**config.mk**
```make
export PLATFORM = sky130hd
export DESIGN_NAME = spi_chan_ctrl
export DESIGN_NICKNAME = d
export VERILOG_FILES = /design/src/rtl/spi_chan_pkg.sv /design/src/rtl/spi_shift_engine.sv /design/src/rtl/spi_chan_req.sv /design/src/rtl/spi_chan_regs.sv /design/src/rtl/spi_chan_ctrl.sv
export SDC_FILE = /design/constraint.sdc
export NUM_CORES = 1
export LEC_CHECK = 0
export BUFFER_PORTS_ARGS = -buffer_cell sky130_fd_sc_hd__buf_4
export CORE_MARGIN = 2
export CORE_UTILIZATION = 58
export DETAILED_ROUTE_END_ITERATION = 12
export PLACE_DENSITY = 0.81
export SYNTH_ARGS = -nofsm -noshare
export SYNTH_HDL_FRONTEND = slang
export SYNTH_SLANG_ARGS = --single-unit
export TNS_END_PERCENT = 1
```
**constraint.sdc**
```tcl
create_clock -name clk -period 7.5 [get_ports clk]
set_input_delay 1.125 -clock clk [delete_from_list [all_inputs] [get_ports clk]]
set_output_delay 1.125 -clock clk [all_outputs]
set_load 0.005 [all_outputs]
```
**src/rtl/spi_chan_pkg.sv**
```systemverilog
package spi_chan_pkg;

    localparam int CONF_W = 23;
    localparam logic [CONF_W-1:0] CONF_RST = 23'h060000;

    // register offsets
    localparam logic [2:0] OFS_CONF = 3'd0;
    localparam logic [2:0] OFS_STAT = 3'd1;
    localparam logic [2:0] OFS_CTRL = 3'd2;
    localparam logic [2:0] OFS_TXD  = 3'd3;
    localparam logic [2:0] OFS_RXD  = 3'd4;

    // configuration field positions
    localparam int CF_LEN_LO  = 7;
    localparam int CF_LEN_HI  = 11;
    localparam int CF_MODE_LO = 12;
    localparam int CF_MODE_HI = 13;
    localparam int CF_DMA_TX  = 14;
    localparam int CF_DMA_RX  = 15;
    localparam int CF_TURBO   = 19;
    localparam int CF_FORCE   = 20;

    // smallest legal length field
    localparam logic [4:0] LEN_FIELD_MIN = 5'd3;

    typedef enum logic [1:0] {
        MODE_TXRX   = 2'd0,
        MODE_RXONLY = 2'd1,
        MODE_TXONLY = 2'd2,
        MODE_BAD    = 2'd3
    } xfer_mode_e;

endpackage

```
**src/rtl/spi_shift_engine.sv**
```systemverilog
module spi_shift_engine #(
    parameter int DATA_W   = 32,
    parameter int HALF_DIV = 2,
    localparam int BW      = $clog2(DATA_W + 1)
) (
    input  logic              clk,
    input  logic              rst_n,
    input  logic              start,
    input  logic [BW-1:0]     wl,
    input  logic [DATA_W-1:0] tx_word,
    input  logic              miso,
    output logic              sclk,
    output logic              mosi,
    output logic              busy,
    output logic              done,
    output logic [DATA_W-1:0] rx_word
);
    localparam int CW = (HALF_DIV > 1) ? $clog2(HALF_DIV) : 1;

    typedef struct packed {
        logic              busy;
        logic              sclk;
        logic [CW-1:0]     div;
        logic [BW-1:0]     bits;
        logic [DATA_W-1:0] tx_sr;
        logic [DATA_W-1:0] rx_sr;
    } eng_t;

    eng_t eng_d, eng_q;
    logic tick;
    logic [BW-1:0] align;

    always_comb begin
        eng_d = eng_q;
        tick  = (eng_q.div == CW'(HALF_DIV - 1));
        done  = eng_q.busy && tick && eng_q.sclk && (eng_q.bits == BW'(1));
        align = BW'(DATA_W) - wl;
        if (start) begin
            eng_d.busy  = 1'b1;
            eng_d.sclk  = 1'b0;
            eng_d.div   = '0;
            eng_d.bits  = wl;
            eng_d.tx_sr = tx_word << align;
            eng_d.rx_sr = '0;
        end else if (eng_q.busy) begin
            if (tick) begin
                eng_d.div = '0;
                if (!eng_q.sclk) begin
                    eng_d.sclk  = 1'b1;
                    eng_d.rx_sr = {eng_q.rx_sr[DATA_W-2:0], miso};
                end else begin
                    eng_d.sclk = 1'b0;
                    if (eng_q.bits == BW'(1)) begin
                        eng_d.busy = 1'b0;
                    end else begin
                        eng_d.bits  = eng_q.bits - BW'(1);
                        eng_d.tx_sr = {eng_q.tx_sr[DATA_W-2:0], 1'b0};
                    end
                end
            end else begin
                eng_d.div = eng_q.div + CW'(1);
            end
        end
    end

    always_ff @(posedge clk or negedge rst_n) begin
        if (!rst_n) eng_q <= '0;
        else        eng_q <= eng_d;
    end

    assign sclk    = eng_q.sclk;
    assign mosi    = eng_q.tx_sr[DATA_W-1];
    assign busy    = eng_q.busy;
    assign rx_word = eng_q.rx_sr;

    AST_START_WHEN_IDLE: assert property (@(posedge clk) disable iff (!rst_n)
        start |-> !eng_q.busy);
    AST_IDLE_CLOCK_LOW: assert property (@(posedge clk) disable iff (!rst_n)
        !eng_q.busy |-> !eng_q.sclk);
    AST_DONE_RELEASES_BUSY: assert property (@(posedge clk) disable iff (!rst_n)
        done |=> !eng_q.busy);
    AST_BIT_COUNT_RANGE: assert property (@(posedge clk) disable iff (!rst_n)
        eng_q.busy |-> (eng_q.bits != '0) && (eng_q.bits <= BW'(DATA_W)));

endmodule

```
**src/rtl/spi_chan_req.sv**
```systemverilog
module spi_chan_req
    import spi_chan_pkg::*;
(
    input  logic       en,
    input  logic [1:0] mode,
    input  logic       dma_tx_en,
    input  logic       dma_rx_en,
    input  logic       turbo,
    input  logic       tx_empty,
    input  logic       rx_full,
    output logic       tx_dma_req,
    output logic       rx_dma_req,
    output logic       evt_tx_empty,
    output logic       evt_rx_full,
    output logic       blocked
);
    logic tx_side, rx_side, rx_hold, tx_hold;

    always_comb begin
        tx_side      = (xfer_mode_e'(mode) != MODE_RXONLY);
        rx_side      = (xfer_mode_e'(mode) != MODE_TXONLY);
        rx_hold      = rx_full && rx_side && !turbo;
        tx_hold      = tx_empty && tx_side;
        blocked      = !en || rx_hold || tx_hold;
        tx_dma_req   = en && dma_tx_en && tx_empty && tx_side;
        rx_dma_req   = en && dma_rx_en && rx_full && rx_side;
        evt_tx_empty = tx_hold;
        evt_rx_full  = rx_hold;
    end

endmodule

```
**src/rtl/spi_chan_regs.sv**
```systemverilog
module spi_chan_regs
    import spi_chan_pkg::*;
#(
    parameter int DATA_W = 32,
    localparam int BW    = $clog2(DATA_W + 1)
) (
    input  logic              clk,
    input  logic              rst_n,
    input  logic              reg_wr,
    input  logic              reg_rd,
    input  logic [2:0]        reg_addr,
    input  logic [DATA_W-1:0] reg_wdata,
    output logic [DATA_W-1:0] reg_rdata,
    input  logic              single_chan,
    input  logic              blocked,
    input  logic              eng_busy,
    input  logic              eng_done,
    input  logic [DATA_W-1:0] eng_rx,
    output logic              eng_start,
    output logic [BW-1:0]     eng_wl,
    output logic [DATA_W-1:0] eng_tx,
    output logic              en,
    output logic [1:0]        mode,
    output logic              dma_tx_en,
    output logic              dma_rx_en,
    output logic              turbo,
    output logic              tx_empty,
    output logic              rx_full
);
    typedef struct packed {
        logic [CONF_W-1:0] conf;
        logic              en;
        logic [DATA_W-1:0] txd;
        logic [DATA_W-1:0] rxd;
        logic              tx_empty;
        logic              rx_full;
        logic              eot;
    } regs_t;

    regs_t r_d, r_q;
    logic go, shift_path, quick, finish, wr_txd, rd_rxd;
    logic [4:0] len_field;

    always_comb begin
        r_d        = r_q;
        len_field  = r_q.conf[CF_LEN_HI:CF_LEN_LO];
        eng_wl     = (len_field < LEN_FIELD_MIN) ? BW'(4) : BW'(len_field) + BW'(1);
        go         = r_q.en && !blocked && !eng_busy;
        shift_path = !single_chan || r_q.conf[CF_FORCE];
        eng_start  = go && shift_path;
        quick      = go && !shift_path;
        finish     = eng_done || quick;
        wr_txd     = reg_wr && (reg_addr == OFS_TXD);
        rd_rxd     = reg_rd && (reg_addr == OFS_RXD);

        if (eng_start) r_d.eot = 1'b0;
        if (eng_done)  r_d.rxd = eng_rx;
        if (finish) begin
            r_d.txd      = '0;
            r_d.eot      = 1'b1;
            r_d.tx_empty = 1'b1;
            if (xfer_mode_e'(r_q.conf[CF_MODE_HI:CF_MODE_LO]) != MODE_TXONLY)
                r_d.rx_full = 1'b1;
        end

        if (reg_wr) begin
            unique case (reg_addr)
                OFS_CONF: r_d.conf = reg_wdata[CONF_W-1:0];
                OFS_CTRL: r_d.en   = reg_wdata[0];
                OFS_TXD: begin
                    r_d.txd      = reg_wdata;
                    r_d.tx_empty = 1'b0;
                end
                default: ; // status and receive data are read-only
            endcase
        end
        if (rd_rxd) r_d.rx_full = 1'b0;

        unique case (reg_addr)
            OFS_CONF: reg_rdata = DATA_W'(r_q.conf);
            OFS_STAT: reg_rdata = DATA_W'({r_q.eot, r_q.tx_empty, r_q.rx_full});
            OFS_CTRL: reg_rdata = DATA_W'(r_q.en);
            OFS_TXD:  reg_rdata = r_q.txd;
            OFS_RXD:  reg_rdata = r_q.rxd;
            default:  reg_rdata = '0;
        endcase
    end

    always_ff @(posedge clk or negedge rst_n) begin
        if (!rst_n) begin
            r_q          <= '0;
            r_q.conf     <= CONF_RST;
            r_q.tx_empty <= 1'b1;
        end else begin
            r_q <= r_d;
        end
    end

    assign eng_tx    = r_q.txd;
    assign en        = r_q.en;
    assign mode      = r_q.conf[CF_MODE_HI:CF_MODE_LO];
    assign dma_tx_en = r_q.conf[CF_DMA_TX];
    assign dma_rx_en = r_q.conf[CF_DMA_RX];
    assign turbo     = r_q.conf[CF_TURBO];
    assign tx_empty  = r_q.tx_empty;
    assign rx_full   = r_q.rx_full;

    AST_DONE_SETS_TXE: assert property (@(posedge clk) disable iff (!rst_n)
        eng_done && !wr_txd |=> r_q.tx_empty && r_q.eot && (r_q.txd == '0));
    AST_DONE_SETS_RXF: assert property (@(posedge clk) disable iff (!rst_n)
        eng_done && !rd_rxd && (mode != MODE_TXONLY) |=> r_q.rx_full);
    AST_TXWRITE_CLEARS: assert property (@(posedge clk) disable iff (!rst_n)
        wr_txd |=> !r_q.tx_empty);
    AST_START_CLEARS_EOT: assert property (@(posedge clk) disable iff (!rst_n)
        eng_start |=> !r_q.eot);

endmodule

```
**src/rtl/spi_chan_ctrl.sv**
```systemverilog
module spi_chan_ctrl #(
    parameter int DATA_W    = 32,
    parameter int SCLK_HALF = 2
) (
    input  logic              clk,
    input  logic              rst_n,
    input  logic              reg_wr,
    input  logic              reg_rd,
    input  logic [2:0]        reg_addr,
    input  logic [DATA_W-1:0] reg_wdata,
    output logic [DATA_W-1:0] reg_rdata,
    input  logic              single_chan,
    output logic              sclk,
    output logic              mosi,
    input  logic              miso,
    output logic              xfer_busy,
    output logic              tx_dma_req,
    output logic              rx_dma_req,
    output logic              evt_tx_empty,
    output logic              evt_rx_full
);
    localparam int BW = $clog2(DATA_W + 1);

    logic              blocked, eng_start, eng_done;
    logic [BW-1:0]     eng_wl;
    logic [DATA_W-1:0] eng_tx, eng_rx;
    logic              en, dma_tx_en, dma_rx_en, turbo, tx_empty, rx_full;
    logic [1:0]        mode;

    spi_chan_regs #(.DATA_W(DATA_W)) i_regs (
        .clk(clk), .rst_n(rst_n),
        .reg_wr(reg_wr), .reg_rd(reg_rd), .reg_addr(reg_addr),
        .reg_wdata(reg_wdata), .reg_rdata(reg_rdata),
        .single_chan(single_chan), .blocked(blocked),
        .eng_busy(xfer_busy), .eng_done(eng_done), .eng_rx(eng_rx),
        .eng_start(eng_start), .eng_wl(eng_wl), .eng_tx(eng_tx),
        .en(en), .mode(mode), .dma_tx_en(dma_tx_en), .dma_rx_en(dma_rx_en),
        .turbo(turbo), .tx_empty(tx_empty), .rx_full(rx_full)
    );

    spi_chan_req i_req (
        .en(en), .mode(mode), .dma_tx_en(dma_tx_en), .dma_rx_en(dma_rx_en),
        .turbo(turbo), .tx_empty(tx_empty), .rx_full(rx_full),
        .tx_dma_req(tx_dma_req), .rx_dma_req(rx_dma_req),
        .evt_tx_empty(evt_tx_empty), .evt_rx_full(evt_rx_full),
        .blocked(blocked)
    );

    spi_shift_engine #(.DATA_W(DATA_W), .HALF_DIV(SCLK_HALF)) i_eng (
        .clk(clk), .rst_n(rst_n), .start(eng_start), .wl(eng_wl),
        .tx_word(eng_tx), .miso(miso), .sclk(sclk), .mosi(mosi),
        .busy(xfer_busy), .done(eng_done), .rx_word(eng_rx)
    );

    AST_NO_START_DISABLED: assert property (@(posedge clk) disable iff (!rst_n)
        $rose(xfer_busy) |-> $past(en));

endmodule

```
==> metrics.md, run 1 <==
| Metric | Value |
|---|---|
| Wire length per cell | 20.6 µm |
| Hold path startpoint | i_eng.rx_word[31] |
| CTS resizes | 0 |
| Hold Path Class | flop to flop |
| Total CTS buffers | 17 |
| Setup tns final | 0 ns |
| Peak supply drop | ~0.23 mV |
| Post-CTS Setup Bufs | 0 |
| Worst slew pin tran | around 1.3 ns |
| Vias/cell | 6.32 |
| Die Wd | 129 µm |
| Area growth from synthesis to layout | 13.9% |
| R2R depth | 9 |
| Clock Latency Late Sink | ~0.44 ns |
| CTS H-Tree Depth | 4 |
| Die area | approximately 17,000 µm² |
| Vias in the first global route | between 7,000 and 8,000 |
| Clock Sinks | 164 |
| Final period util | around 57% |
| Row count | between 40 and 50 |
| Seq/Total Area, Yosys | a little under half |
| Placer Congestion | 0.957 |
| Status | completed |
| Setup WS pre-CTS | approximately 3.3 ns |
| Number of synthesized flops with an enable pin | 0 |
| Largest net degree at the start of global routing | 87 |
| Post-DP HPWL | 16,600 µm |
| Mapped Avg Cell Area | 9.79 µm² |
| Antenna diode count | 0 |
| Fmax | around 240 MHz |
| Clock power frac | about a fifth |
| PortBufs | between 70 and 80 |
| Yosys reg bits | 164 |
| Clk_skew | a little under 0.02 ns |
| Slew margin rel. | between 10% and 20% |
| Fraction of registers with async set/reset | between 90% and 100% |
| Root Driver | clkbuf_16 |
| Fin worst setup slack | 3.26 ns |
| Ys flop type | dfrtp_1 |
| IO Count | 80 |
| WHS | ~0.48 ns |
| YS warnings | 0 |
| Cell Int Power | between 0.002 and 0.0025 W |
| Core area | between 15,000 and 20,000 µm² |
| Detailed Route WL | 24,600 µm |
| Leak Pwr | roughly 4.6 nW |
| Hold-fix buffers at CTS | 0 |
| Initial Utilization | between 50% and 60% |
| Critical Path RT | between 7 and 8 ns |
| Syn Std Cell Area | roughly 9100 µm² |
| Synth Net Count | about 970 |
| Finished Core Util | between 60% and 70% |
| Max Root-Sink Buffers | 2 |
| Critical path peak fanout | 31 |
| RSZ-0062 raised after global routing | false |
| Hold Path Sink | i_eng.rx_word[31] |
| First-pass GRT wire length | between 30,000 and 40,000 µm |
| Initial antenna violation count | 0 |
| Chip height | about 130 µm |
| Max Cap Viol | 0 |
| Final setup violation count | 0 |
| Fin nets | 1,012 |
| Reg-to-reg critical path startpoint | i_regs.len_field[4] |
| Crit end category | flop |
| Layout cell share with drive strength beyond 1 | about a quarter |
| R2r setup slk | approximately 3.3 ns |
| CP Class | flop to flop |
| Critical path launch point type | flop |
| Sw Share | between 40% and 50% |
| Combinational power share | 43.1% |
| CP arrival | about 4.5 ns |
| Drc violations | 0 |
| Sequential Power Share | ~36% |
| Detail Route Antenna Nets | 0 |
| Initial drt markers | between 800 and 900 |
| Worst hold path depth | 2 |
| Syn Inst Count | between 900 and 1,000 |
| Total number of vias | approximately 7,500 |
| Total power per unit cell area | about 400 nW/µm² |
| First-pass detailed-route iteration total | 6 |
| CTS tree | done |
| Synth cell types | 62 |
| Gr usage total | between 30% and 40% |
| Min Tclk post-route | about 4.2 ns |
| Final Hold Violating Endpoints | 0 |
| Reg2reg end | i_eng.eng_q[54] |
| Net Switching | 0.00172 W |
| Clk pin slew, worst setup/hold paths | ~0.07 ns |
| Grt ovf | 0 |
| Slew Viols, Final | 0 |
## worst max-delay path: stages, from the launching register on
cell	delay, ns
dfrtp_1	0.64
nor3_2	0.15
nor2_4	0.79
inv_1	0.10
ha_1	0.40
xor2_4	0.74
mux2i_1	0.60
mux2i_1	0.20
a221oi_1	0.33
a221oi_1	0.12
## synthesized netlist by cell type, types with 2 or more instances
| cell type | number | area share [%] |
|---|---|---|
| o211ai_1 | 3 | 0.25 |
| mux2_2 | 56 | 6.9 |
| o2bb2ai_1 | 3 | 0.29 |
| a221oi_1 | 8 | 0.77 |
| inv_1 | 10 | 0.41 |
| nor3_1 | 5 | 0.28 |
| and2b_1 | 2 | 0.17 |
| a222oi_1 | 4 | 0.44 |
| xor2_1 | 3 | 0.29 |
| buf_1 | 2 | 0.083 |
| and2_1 | 5 | 0.34 |
| o221ai_1 | 6 | 0.58 |
| o21ai_1 | 2 | 0.11 |
| nand3_1 | 46 | 2.5 |
| nand4_1 | 4 | 0.28 |
| buf_2 | 9 | 0.50 |
| nand2_1 | 226 | 9.3 |
| dfrtp_1 | 161 | 44 |
| or3_1 | 3 | 0.21 |
| clkbuf_1 | 55 | 2.3 |
| a22oi_1 | 33 | 2.7 |
| nor4_1 | 2 | 0.14 |
| mux4_2 | 34 | 8.4 |
| nor2b_1 | 3 | 0.21 |
| xor2_2 | 2 | 0.36 |
| buf_4 | 4 | 0.33 |
| a21o_1 | 2 | 0.17 |
| nand2b_1 | 8 | 0.55 |
| nor2_1 | 32 | 1.3 |
| dfstp_2 | 3 | 0.87 |
| nand3b_1 | 2 | 0.17 |
| a22o_1 | 10 | 0.96 |
| a31oi_1 | 3 | 0.21 |
| mux2i_1 | 25 | 2.8 |
| and3_1 | 7 | 0.48 |
| a21oi_1 | 35 | 1.9 |
| ha_1 | 4 | 0.55 |
| xnor2_1 | 2 | 0.19 |
| o21ai_0 | 80 | 4.4 |
## how the worst max path moves through the flow
stage | slack [ns] | endpoint | cells past startpoint | start
final | 3.26 | i_eng.eng_q[54] | 9 | i_regs.len_field[4]
after CTS | 3.30 | i_eng.eng_q[54] | 9 | i_regs.len_field[3]
after floorplan | 3.78 | i_eng.mosi | 12 | i_regs.len_field[0]
after global routing | 2.90 | i_eng.eng_q[54] | 9 | i_regs.len_field[4]
after global placement | 3.34 | reg_rdata[10] | 7 | reg_addr[0]
after detailed placement | 3.34 | i_eng.eng_q[54] | 9 | i_regs.len_field[4]
## kinds of logic (layout without fill, tap and decap cells)
| family | Yosys count | in the layout | synth area share [%] |
|---|---|---|---|
| AOI/OAI and AO/OA | 199 | 199 | 13.9 |
| and+or+nand+nor | 354 | 354 | 17.0 |
| muxes | 116 | 116 | 18.3 |
| buffers and inverters | 81 | 134 | 3.65 |
| adders and majority gates | 4 | 4 | 0.551 |
| DFF | 164 | 164 | 45.2 |
| xor gates and xnor gates | 9 | 9 | 1.32 |
## registers in the layout, indices dropped and copies added (netlist names), 2 cells and up
name              flops
i_eng.eng_q          37
i_eng.rx_word        32
i_regs.eng_tx        32
i_regs.len_field      5
i_regs.mode           2
i_regs.r_q           46
## metal layers
layer | vias up | global-route usage [%] | routed length [µm]
met5 | - | 0 | 0
met3 | 61 | 6.40 | 2260
met1 | 3633 | 44.0 | 10100
met2 | 437 | 46.2 | 11200
li1 | 3391 | - | -
met4 | 0 | 13.8 | 1000
## stage by stage
stage               std cells  total power (W)  cell area [µm²]
floorplan                 927          0.00269             9080
global placement         1159          0.00318             9770
detailed placement       1159          0.00322             9770
CTS                      1191          0.00409            10300
global route             1191          0.00437            10300
finish                   1191          0.00412            10300
## placed cells by master (no fill, tap or decap), types with 17 or more instances in the layout
cell type / count
a21oi_1: 35
a22oi_1: 33
buf_4: 91
clkbuf_16: 17
dfrtp_1: 160
mux2_2: 56
mux2i_1: 25
mux4_2: 34
nand2_1: 226
nand3_1: 46
nor2_1: 27
o21ai_0: 80
## power by group through the flow
stage,sequential (W),clock [W],combinational (W)
2_1_floorplan,0.00136,0,0.00133
3_3_place_gp,0.00148,0,0.00170
3_5_place_dp,0.00148,0,0.00174
4_1_cts,0.00148,0.000862,0.00175
5_1_grt,0.00152,0.000902,0.00194
6_report,0.00149,0.000856,0.00178
## final cells by class
| class | instances | area (µm²) |
|---|---|---|
| Clock buffer | 18 | 429 |
| Clock inverter | 14 | 141 |
| Timing Repair Buffer | 92 | 694 |
| Sequential cell | 164 | 4110 |
| Fill cell | 1147 | 4920 |
| Tap cell | 211 | 264 |
| Multi-Input combinational cell | 682 | 4660 |
| Inverter | 10 | 37.5 |
Power figures use the tool's default switching activity.
==> inputs of run 2 (changes only) <==
==> constraint.sdc (replaced) <==
create_clock -name clk -period 4 [get_ports clk]
set_input_delay 0.6 -clock clk [delete_from_list [all_inputs] [get_ports clk]]
set_output_delay 0.6 -clock clk [all_outputs]
set_load 0.005 [all_outputs]
==> run 2 against run 1 <==
  * Hold slack worse by 0.29 ns
  * Non-clock buffer count up 20
  * Count of clock-buffer cells in the layout is 2 higher
  * Clock skew fell by 0.0059 ns
  * Sequential cell count unchanged
  * Global-route usage is 1.9 points higher
  * Sequential power grew 89%
  * Critical path depth stayed put
  * Combinational power rose by 94%
  * First-iteration DRC count fell by 7.8%
  * Utilization rose by 1.2 points
  * Critical endpoint is now i_eng.eng_q[45]
==> metrics.md, run 2 (same netlist as run 1, synthesis figures left out) <==
| Metric | Value |
|---|---|
| Status | completed (unchanged) |
| Crit end category | flop (unchanged) |
| Cell Int Power | 0.00466 W (was 0.00240 W) |
| Fillers | 1,114 (was 1,147) |
| Post-CTS Setup Bufs | 0 (unchanged) |
| CTS H-Tree Depth | 4 (unchanged) |
| Detail Route Antenna Nets | 0 (unchanged) |
| Grt ovf | 0 (unchanged) |
| Initial antenna violation count | 0 (unchanged) |
| Sw Share | 41.2% (was 41.8%) |
| Largest net degree at the start of global routing | 78 (was 87) |
| Total number of vias | 7,770 (was 7,522) |
| Clock Latency Late Sink | 0.43 ns (was 0.44 ns) |
| Leading registers by flop count | i_regs.r_q (46), i_eng.eng_q (37) (unchanged) |
| Row count | 45 (unchanged) |
| CP arrival | 3.81 ns (was 4.52 ns) |
| R2r setup slk | 0.49 ns (was 3.26 ns) |
| First-pass detailed-route iteration total | 7 (was 6) |
| Net Switching | 0.00327 W (was 0.00172 W) |
| Reg2reg end | i_eng.eng_q[45] (was i_eng.eng_q[54]) |
| Root Driver | clkbuf_16 (unchanged) |
| Fin worst setup slack | 0.488 ns (was 3.26 ns) |
| CP Cell Sequence | or3_1 > o21ai_0 > ha_1 > xor2_4 > buf_4 > mux2i_1 > mux2i_1 > a222oi_1 > inv_1 (was nor3_2 > nor2_4 > inv_1 > ha_1 > xor2_4 > mux2i_1 > mux2i_1 > a221oi_1 > a221oi_1) |
| Placed standard-cell area | 9930 µm² (was 9770 µm²) |
| Clock power frac | 20.8% (about the same) |
| R2R depth | 9 (unchanged) |
| Vias/cell | 6.42 (was 6.32) |
| Combinational power share | 43.6% (was 43.1%) |
| CP max stage cell | ha_1 (was nor2_4) |
| Initial drt markers | 758 (was 822) |
| PortBufs | 79 (unchanged) |
| Most frequent cells in the layout | 226 x nand2_1, 160 x dfrtp_1, 110 x buf_4 (was 226 x nand2_1, 160 x dfrtp_1, 91 x buf_4) |
| Gr usage total | 32.7% (was 30.9%) |
| Detailed Route WL | 25,800 µm (was 24,600 µm) |
| IO Count | 80 (unchanged) |
| Placer Congestion | 0.961 (was 0.957) |
| Max reg flops | 46 (unchanged) |
| Final Hold Violating Endpoints | 0 (unchanged) |
| Reg-to-reg critical path startpoint | i_regs.len_field[2] (was i_regs.len_field[4]) |
| CP bufs+invs | 2 (was 1) |
| Leak Pwr | 4.68 nW (was 4.57 nW) |
| RSZ-0062 raised after global routing | false (unchanged) |
| Initial Utilization | 59.5% (unchanged) |
| Worst stage delay on the critical path | 0.52 ns (was 0.79 ns) |
| Largest register by flop count | i_regs.r_q (unchanged) |
| Hold Path Class | primary input to asynchronous set/reset pin (was flop to flop) |
| CP Class | flop to flop (unchanged) |
| WHS | 0.186 ns (was 0.478 ns) |
| First-pass GRT wire length | 41,600 µm (was 39,200 µm) |
| Die area | 16,700 µm² (unchanged) |
| Total power per unit cell area | 755 nW/µm² (was 399 nW/µm²) |
| Worst slew pin tran | 1.00 ns (was 1.26 ns) |
| Fin area | 10,500 µm² (was 10,300 µm²) |
| Setup tns final | 0 ns (unchanged) |
| Wire length per cell | 21.3 µm (was 20.6 µm) |
| CP dominant cell by count | mux2i_1 |
| Final Power | 0.00794 W (was 0.00412 W) |
| CP delay by family, top | multiplexers (was simple AND/OR/NAND/NOR gates) |
| Sequential Power Share | 35.6% (was 36.2%) |
| Clk_skew | 0.0134 ns (was 0.0193 ns) |
| Min Tclk post-route | 3.51 ns (was 4.24 ns) |
| Die Wd | 129 µm (unchanged) |
| CTS tree | done (unchanged) |
| Max Root-Sink Buffers | 2 (unchanged) |
| Slew margin rel. | 32.9% (was 15.8%) |
| Commonest non-fill, non-tap cell in the layout | nand2_1 (unchanged) |
| Clk pin slew, worst setup/hold paths | 0.07 ns (about the same) |
| Peak supply drop | 0.458 mV (was 0.233 mV) |
| Total CTS buffers | 17 (unchanged) |
| Max Cap Viol | 0 (unchanged) |
| Fin nets | 1,032 (was 1,012) |
| Core area | 15,300 µm² (unchanged) |
| Critical Path RT | 4.30 ns (was 7.78 ns) |
| Critical path peak fanout | 15 (was 31) |
| Layout cell share with drive strength beyond 1 | 25.2% (was 23.8%) |
| Drc violations | 0 (unchanged) |
| Hold-fix buffers at CTS | 0 (unchanged) |
| Post-DP HPWL | 18,000 µm (was 16,600 µm) |
| Fmax | 285 MHz (was 236 MHz) |
| Chip height | 129 µm (unchanged) |
| CTS resizes | 0 (unchanged) |
| Slew Viols, Final | 0 (unchanged) |
| Setup WS pre-CTS | 0.631 ns (was 3.34 ns) |
| Area growth from synthesis to layout | 15.9% (was 13.9%) |
| Final setup violation count | 0 (unchanged) |
| Clock Sinks | 164 (unchanged) |
| Antenna diode count | 0 (unchanged) |
| Vias in the first global route | 7,482 (was 7,082) |
| Critical path launch point type | flop (unchanged) |
| Final period util | 87.8% (was 56.6%) |
## run 2: changes by cell type in the layout (fill, tap and decap cells not counted), sizes merged
cell | before | now
buf | 92 | 112
inv | 17 | 14
clkbuf | 18 | 20
bufinv | 1 | 2
clkinv | 3 | 2
clkinvlp | 3 | 4
## run 2: metal layers
metal  global-route usage (%)  vias up  part of all wire [%]
met5                        0        -                     0
met2                     51.2      432                    48
met1                     44.8     3826                    40
li1                         -     3442                     -
met3                     6.19       70                   7.7
met4                     15.0        0                   4.2
## run 2: how the worst max path moves through the flow
stage                     cells past startpoint           startpoint              end  slack (ns)
final                                         9  i_regs.len_field[2]  i_eng.eng_q[45]        0.49
after global placement                        9  i_regs.len_field[2]  i_eng.eng_q[47]        0.76
after detailed placement                      9  i_regs.len_field[2]  i_eng.eng_q[47]        0.63
after floorplan                              12  i_regs.len_field[0]       i_eng.mosi        0.28
after global routing                          9  i_regs.len_field[2]  i_eng.eng_q[45]        0.32
after CTS                                     9  i_regs.len_field[2]  i_eng.eng_q[43]        0.55
## run 2: layout make-up
cell class | instances | area [µm²] | share of cell area [%]
Clock buffer | 20 | 447 | 4.25
Clock inverter | 12 | 145 | 1.38
Inverter | 10 | 37.5 | 0.357
Multi-Input combinational cell | 682 | 4660 | 44.3
Sequential cell | 164 | 4110 | 39.1
Tap cell | 211 | 264 | 2.51
Timing Repair Buffer | 112 | 857 | 8.15
## run 2: power groups by stage
stage / Clock (W) / Combinational (W) / Sequential (W)
6_report: 0.00165 / 0.00346 / 0.00282
5_1_grt: 0.00173 / 0.00375 / 0.00289
4_1_cts: 0.00166 / 0.00341 / 0.00280
3_5_place_dp: 0 / 0.00338 / 0.00282
3_3_place_gp: 0 / 0.00333 / 0.00279
2_1_floorplan: 0 / 0.00249 / 0.00256
## run 2: stage by stage
stage,std cells,utilization (%)
after floorplan,927,-
after global placement,1179,65.1
after detailed placement,1179,65.1
after CTS,1211,68.9
after global routing,1211,68.9
final,1211,68.9
## run 2: worst reg2reg max path: cells and delay by family, from the launching register on
family	cells	cell delay, ns
compound gates	2	0.68
flops	1	0.51
simple gates	1	0.45
fa+ha+maj	1	0.52
mux	2	0.71
xor+xnor	1	0.19
buf+inv	2	0.32
==> inputs of run 3 (changes only) <==
==> constraint.sdc (replaced) <==
create_clock -name clk -period 3.7 [get_ports clk]
set_input_delay 0.555 -clock clk [delete_from_list [all_inputs] [get_ports clk]]
set_output_delay 0.555 -clock clk [all_outputs]
set_load 0.005 [all_outputs]
==> run 3 against run 2 <==
  * Setup slack got worse by 0.22 ns
  * Sequential share of layout area is 0.11 points lower
  * Combinational power rose by 9.5%
  * Fmax rose by 2.5%
  * Wire length barely moved
  * Cell count increased by 0.25%
  * Power up 7.9%
  * Cell area grew 0.29%
  * Utilization rose by 0.20 points
  * Register-to-register slack lost 0.22 ns
  * Clock skew down 0.0023 ns
  * Via count increased by 0.44%
  * Critical endpoint unchanged
==> metrics.md, run 3 (same netlist as run 1, synthesis figures left out) <==
| Metric | Value |
|---|---|
| Status | completed (unchanged) |
| Hold Path Class | primary input to asynchronous set/reset pin (unchanged) |
| Die area | 16,700 µm² (unchanged) |
| Fillers | 1,124 (was 1,114) |
| First-pass detailed-route iteration total | 5 (was 7) |
| Clock Sinks | 164 (unchanged) |
| Max Root-Sink Buffers | 2 (unchanged) |
| Total CTS buffers | 17 (unchanged) |
| CTS resizes | 0 (unchanged) |
| Clock Latency Late Sink | 0.43 ns (about the same) |
| Slew margin rel. | 21.7% (was 32.9%) |
| Fin nets | 1,035 (was 1,032) |
| Critical path peak fanout | 14 (was 15) |
| Critical path launch point type | flop (unchanged) |
| Total power per unit cell area | 812 nW/µm² (was 755 nW/µm²) |
| Initial antenna violation count | 0 (unchanged) |
| CP Cell Sequence | ha_1 > o21ai_0 > ha_1 > buf_4 > mux4_2 > mux2i_1 > mux2i_1 > a222oi_1 > inv_1 (was or3_1 > o21ai_0 > ha_1 > xor2_4 > buf_4 > mux2i_1 > mux2i_1 > a222oi_1 > inv_1) |
| Sw Share | 41.1% (was 41.2%) |
| Vias/cell | 6.43 (was 6.42) |
| First-pass GRT wire length | 40,900 µm (was 41,600 µm) |
| CTS tree | done (unchanged) |
| Final setup violation count | 0 (unchanged) |
| Grt ovf | 0 (unchanged) |
| Chip height | 129 µm (unchanged) |
| Multi-input logic area | 4660 µm² (about the same) |
| Layout cell share with drive strength beyond 1 | 25.4% (was 25.2%) |
| Crit end category | flop (unchanged) |
| Largest register by flop count | i_regs.r_q (unchanged) |
| Cell Int Power | 0.00505 W (was 0.00466 W) |
| Antenna diode count | 0 (unchanged) |
| CP arrival | 3.73 ns (was 3.81 ns) |
| Max reg flops | 46 (unchanged) |
| Combinational power share | 44.2% (was 43.6%) |
| Peak supply drop | 0.479 mV (was 0.458 mV) |
| Clk_skew | 0.0111 ns (was 0.0134 ns) |
| Drc violations | 0 (unchanged) |
| Slew Viols, Final | 0 (unchanged) |
| Hold-fix buffers at CTS | 0 (unchanged) |
| Root Driver | clkbuf_16 (unchanged) |
| Detailed Route WL | 25,800 µm (about the same) |
| Setup tns final | 0 ns (unchanged) |
| Row count | 45 (unchanged) |
| Vias in the first global route | 7,364 (was 7,482) |
| Final period util | 92.6% (was 87.8%) |
| IO Count | 80 (unchanged) |
| Clock power frac | 20.6% (was 20.8%) |
| PortBufs | 79 (unchanged) |
| Worst slew pin tran | 1.17 ns (was 1.00 ns) |
| Register Area | 4110 µm² (unchanged) |
| Worst stage delay on the critical path | 0.61 ns (was 0.52 ns) |
| Fin worst setup slack | 0.273 ns (was 0.488 ns) |
| Final Hold Violating Endpoints | 0 (unchanged) |
| Total number of vias | 7,804 (was 7,770) |
| Final Power | 0.00857 W (was 0.00794 W) |
| Wire length per cell | 21.2 µm (was 21.3 µm) |
| Commonest non-fill, non-tap cell in the layout | nand2_1 (unchanged) |
| Initial Utilization | 59.5% (unchanged) |
| Min Tclk post-route | 3.43 ns (was 3.51 ns) |
| Largest net degree at the start of global routing | 87 (was 78) |
| CTS H-Tree Depth | 4 (unchanged) |
| Leak Pwr | 4.69 nW (was 4.68 nW) |
| Max Cap Viol | 0 (unchanged) |
| Leading registers by flop count | i_regs.r_q (46), i_eng.eng_q (37) (unchanged) |
| Net Switching | 0.00352 W (was 0.00327 W) |
| Critical Path RT | 4.00 ns (was 4.30 ns) |
| Placed standard-cell area | 9960 µm² (was 9930 µm²) |
| Gr usage total | 32.4% (was 32.7%) |
| CP Class | flop to flop (unchanged) |
| Post-DP HPWL | 17,800 µm (was 18,000 µm) |
| Core area | 15,300 µm² (unchanged) |
| CP max stage cell | ha_1 (unchanged) |
| Detail Route Antenna Nets | 0 (unchanged) |
| Initial drt markers | 734 (was 758) |
| Die Wd | 129 µm (unchanged) |
| RSZ-0062 raised after global routing | false (unchanged) |
| Fin area | 10,600 µm² (was 10,500 µm²) |
| Fmax | 292 MHz (was 285 MHz) |
| Placer Congestion | 0.988 (was 0.961) |
| Area growth from synthesis to layout | 16.2% (was 15.9%) |
| Finished Core Util | 69.1% (was 68.9%) |
| Clk pin slew, worst setup/hold paths | 0.07 ns (about the same) |
| Post-CTS Setup Bufs | 0 (unchanged) |
| Most frequent cells in the layout | 226 x nand2_1, 160 x dfrtp_1, 112 x buf_4 (was 226 x nand2_1, 160 x dfrtp_1, 110 x buf_4) |
| Sequential Power Share | 35.2% (was 35.6%) |
| Setup WS pre-CTS | 0.362 ns (was 0.631 ns) |
## run 3: cell count changes in the layout (fill, tap and decap cells not counted), sizes merged
cell | before | now
buf | 112 | 115
## run 3: per-stage QoR
stage	std cells	hold WS (ns)
6_report	1214	0.202
4_1_cts	1214	0.221
5_1_grt	1214	0.260
2_1_floorplan	927	0.259
3_5_place_dp	1182	0.468
3_3_place_gp	1182	0.452
## run 3: path summary, 6_finish.rpt
check,startpoint,to,slack (ns),depth (start not counted)
min in group clk,reg_rd,i_regs.rx_full,0.30,2
setup reg to reg,i_regs.len_field[0],i_eng.eng_q[45],0.27,9
max in group asynchronous,rst_n,i_eng.busy,2.60,2
hold / removal,rst_n,i_eng.eng_q[49],0.20,1
hold reg to reg,i_eng.rx_word[31],i_eng.rx_word[31],0.48,2
setup / recovery,i_regs.len_field[0],i_eng.eng_q[45],0.27,9
## run 3: power by group through the flow
stage / registers (W) / logic [W] / clock network (W)
final: 0.00301 / 0.00379 / 0.00177
after global routing: 0.00308 / 0.00410 / 0.00186
after CTS: 0.00298 / 0.00374 / 0.00178
after detailed placement: 0.00300 / 0.00372 / 0
after global placement: 0.00297 / 0.00365 / 0
after floorplan: 0.00276 / 0.00270 / 0
## run 3: final cells by class
class                           instances  share of cell area (%)
Inverter                               10                   0.356
Multi-Input combinational cell        682                    44.2
Sequential cell                       164                    38.9
Clock inverter                         12                    1.40
Clock buffer                           20                    4.14
Timing Repair Buffer                  115                    8.46
Tap cell                              211                    2.50
## run 3: worst max-delay path: cells and delay by family (launching register included)
family | cells | cell delay, ns
buffers and inverters | 2 | 0.31
AOI/OAI and AO/OA | 2 | 0.45
adders and majority gates | 2 | 0.97
DFF | 1 | 0.53
muxes | 3 | 1.01
## run 3: layer usage
metal	wire length, µm	up-vias	track usage, %
li1	-	3450	-
met1	10400	3850	43.9
met2	12100	438	50.2
met3	2040	66	6.81
met4	1200	0	15.6
met5	0	-	0
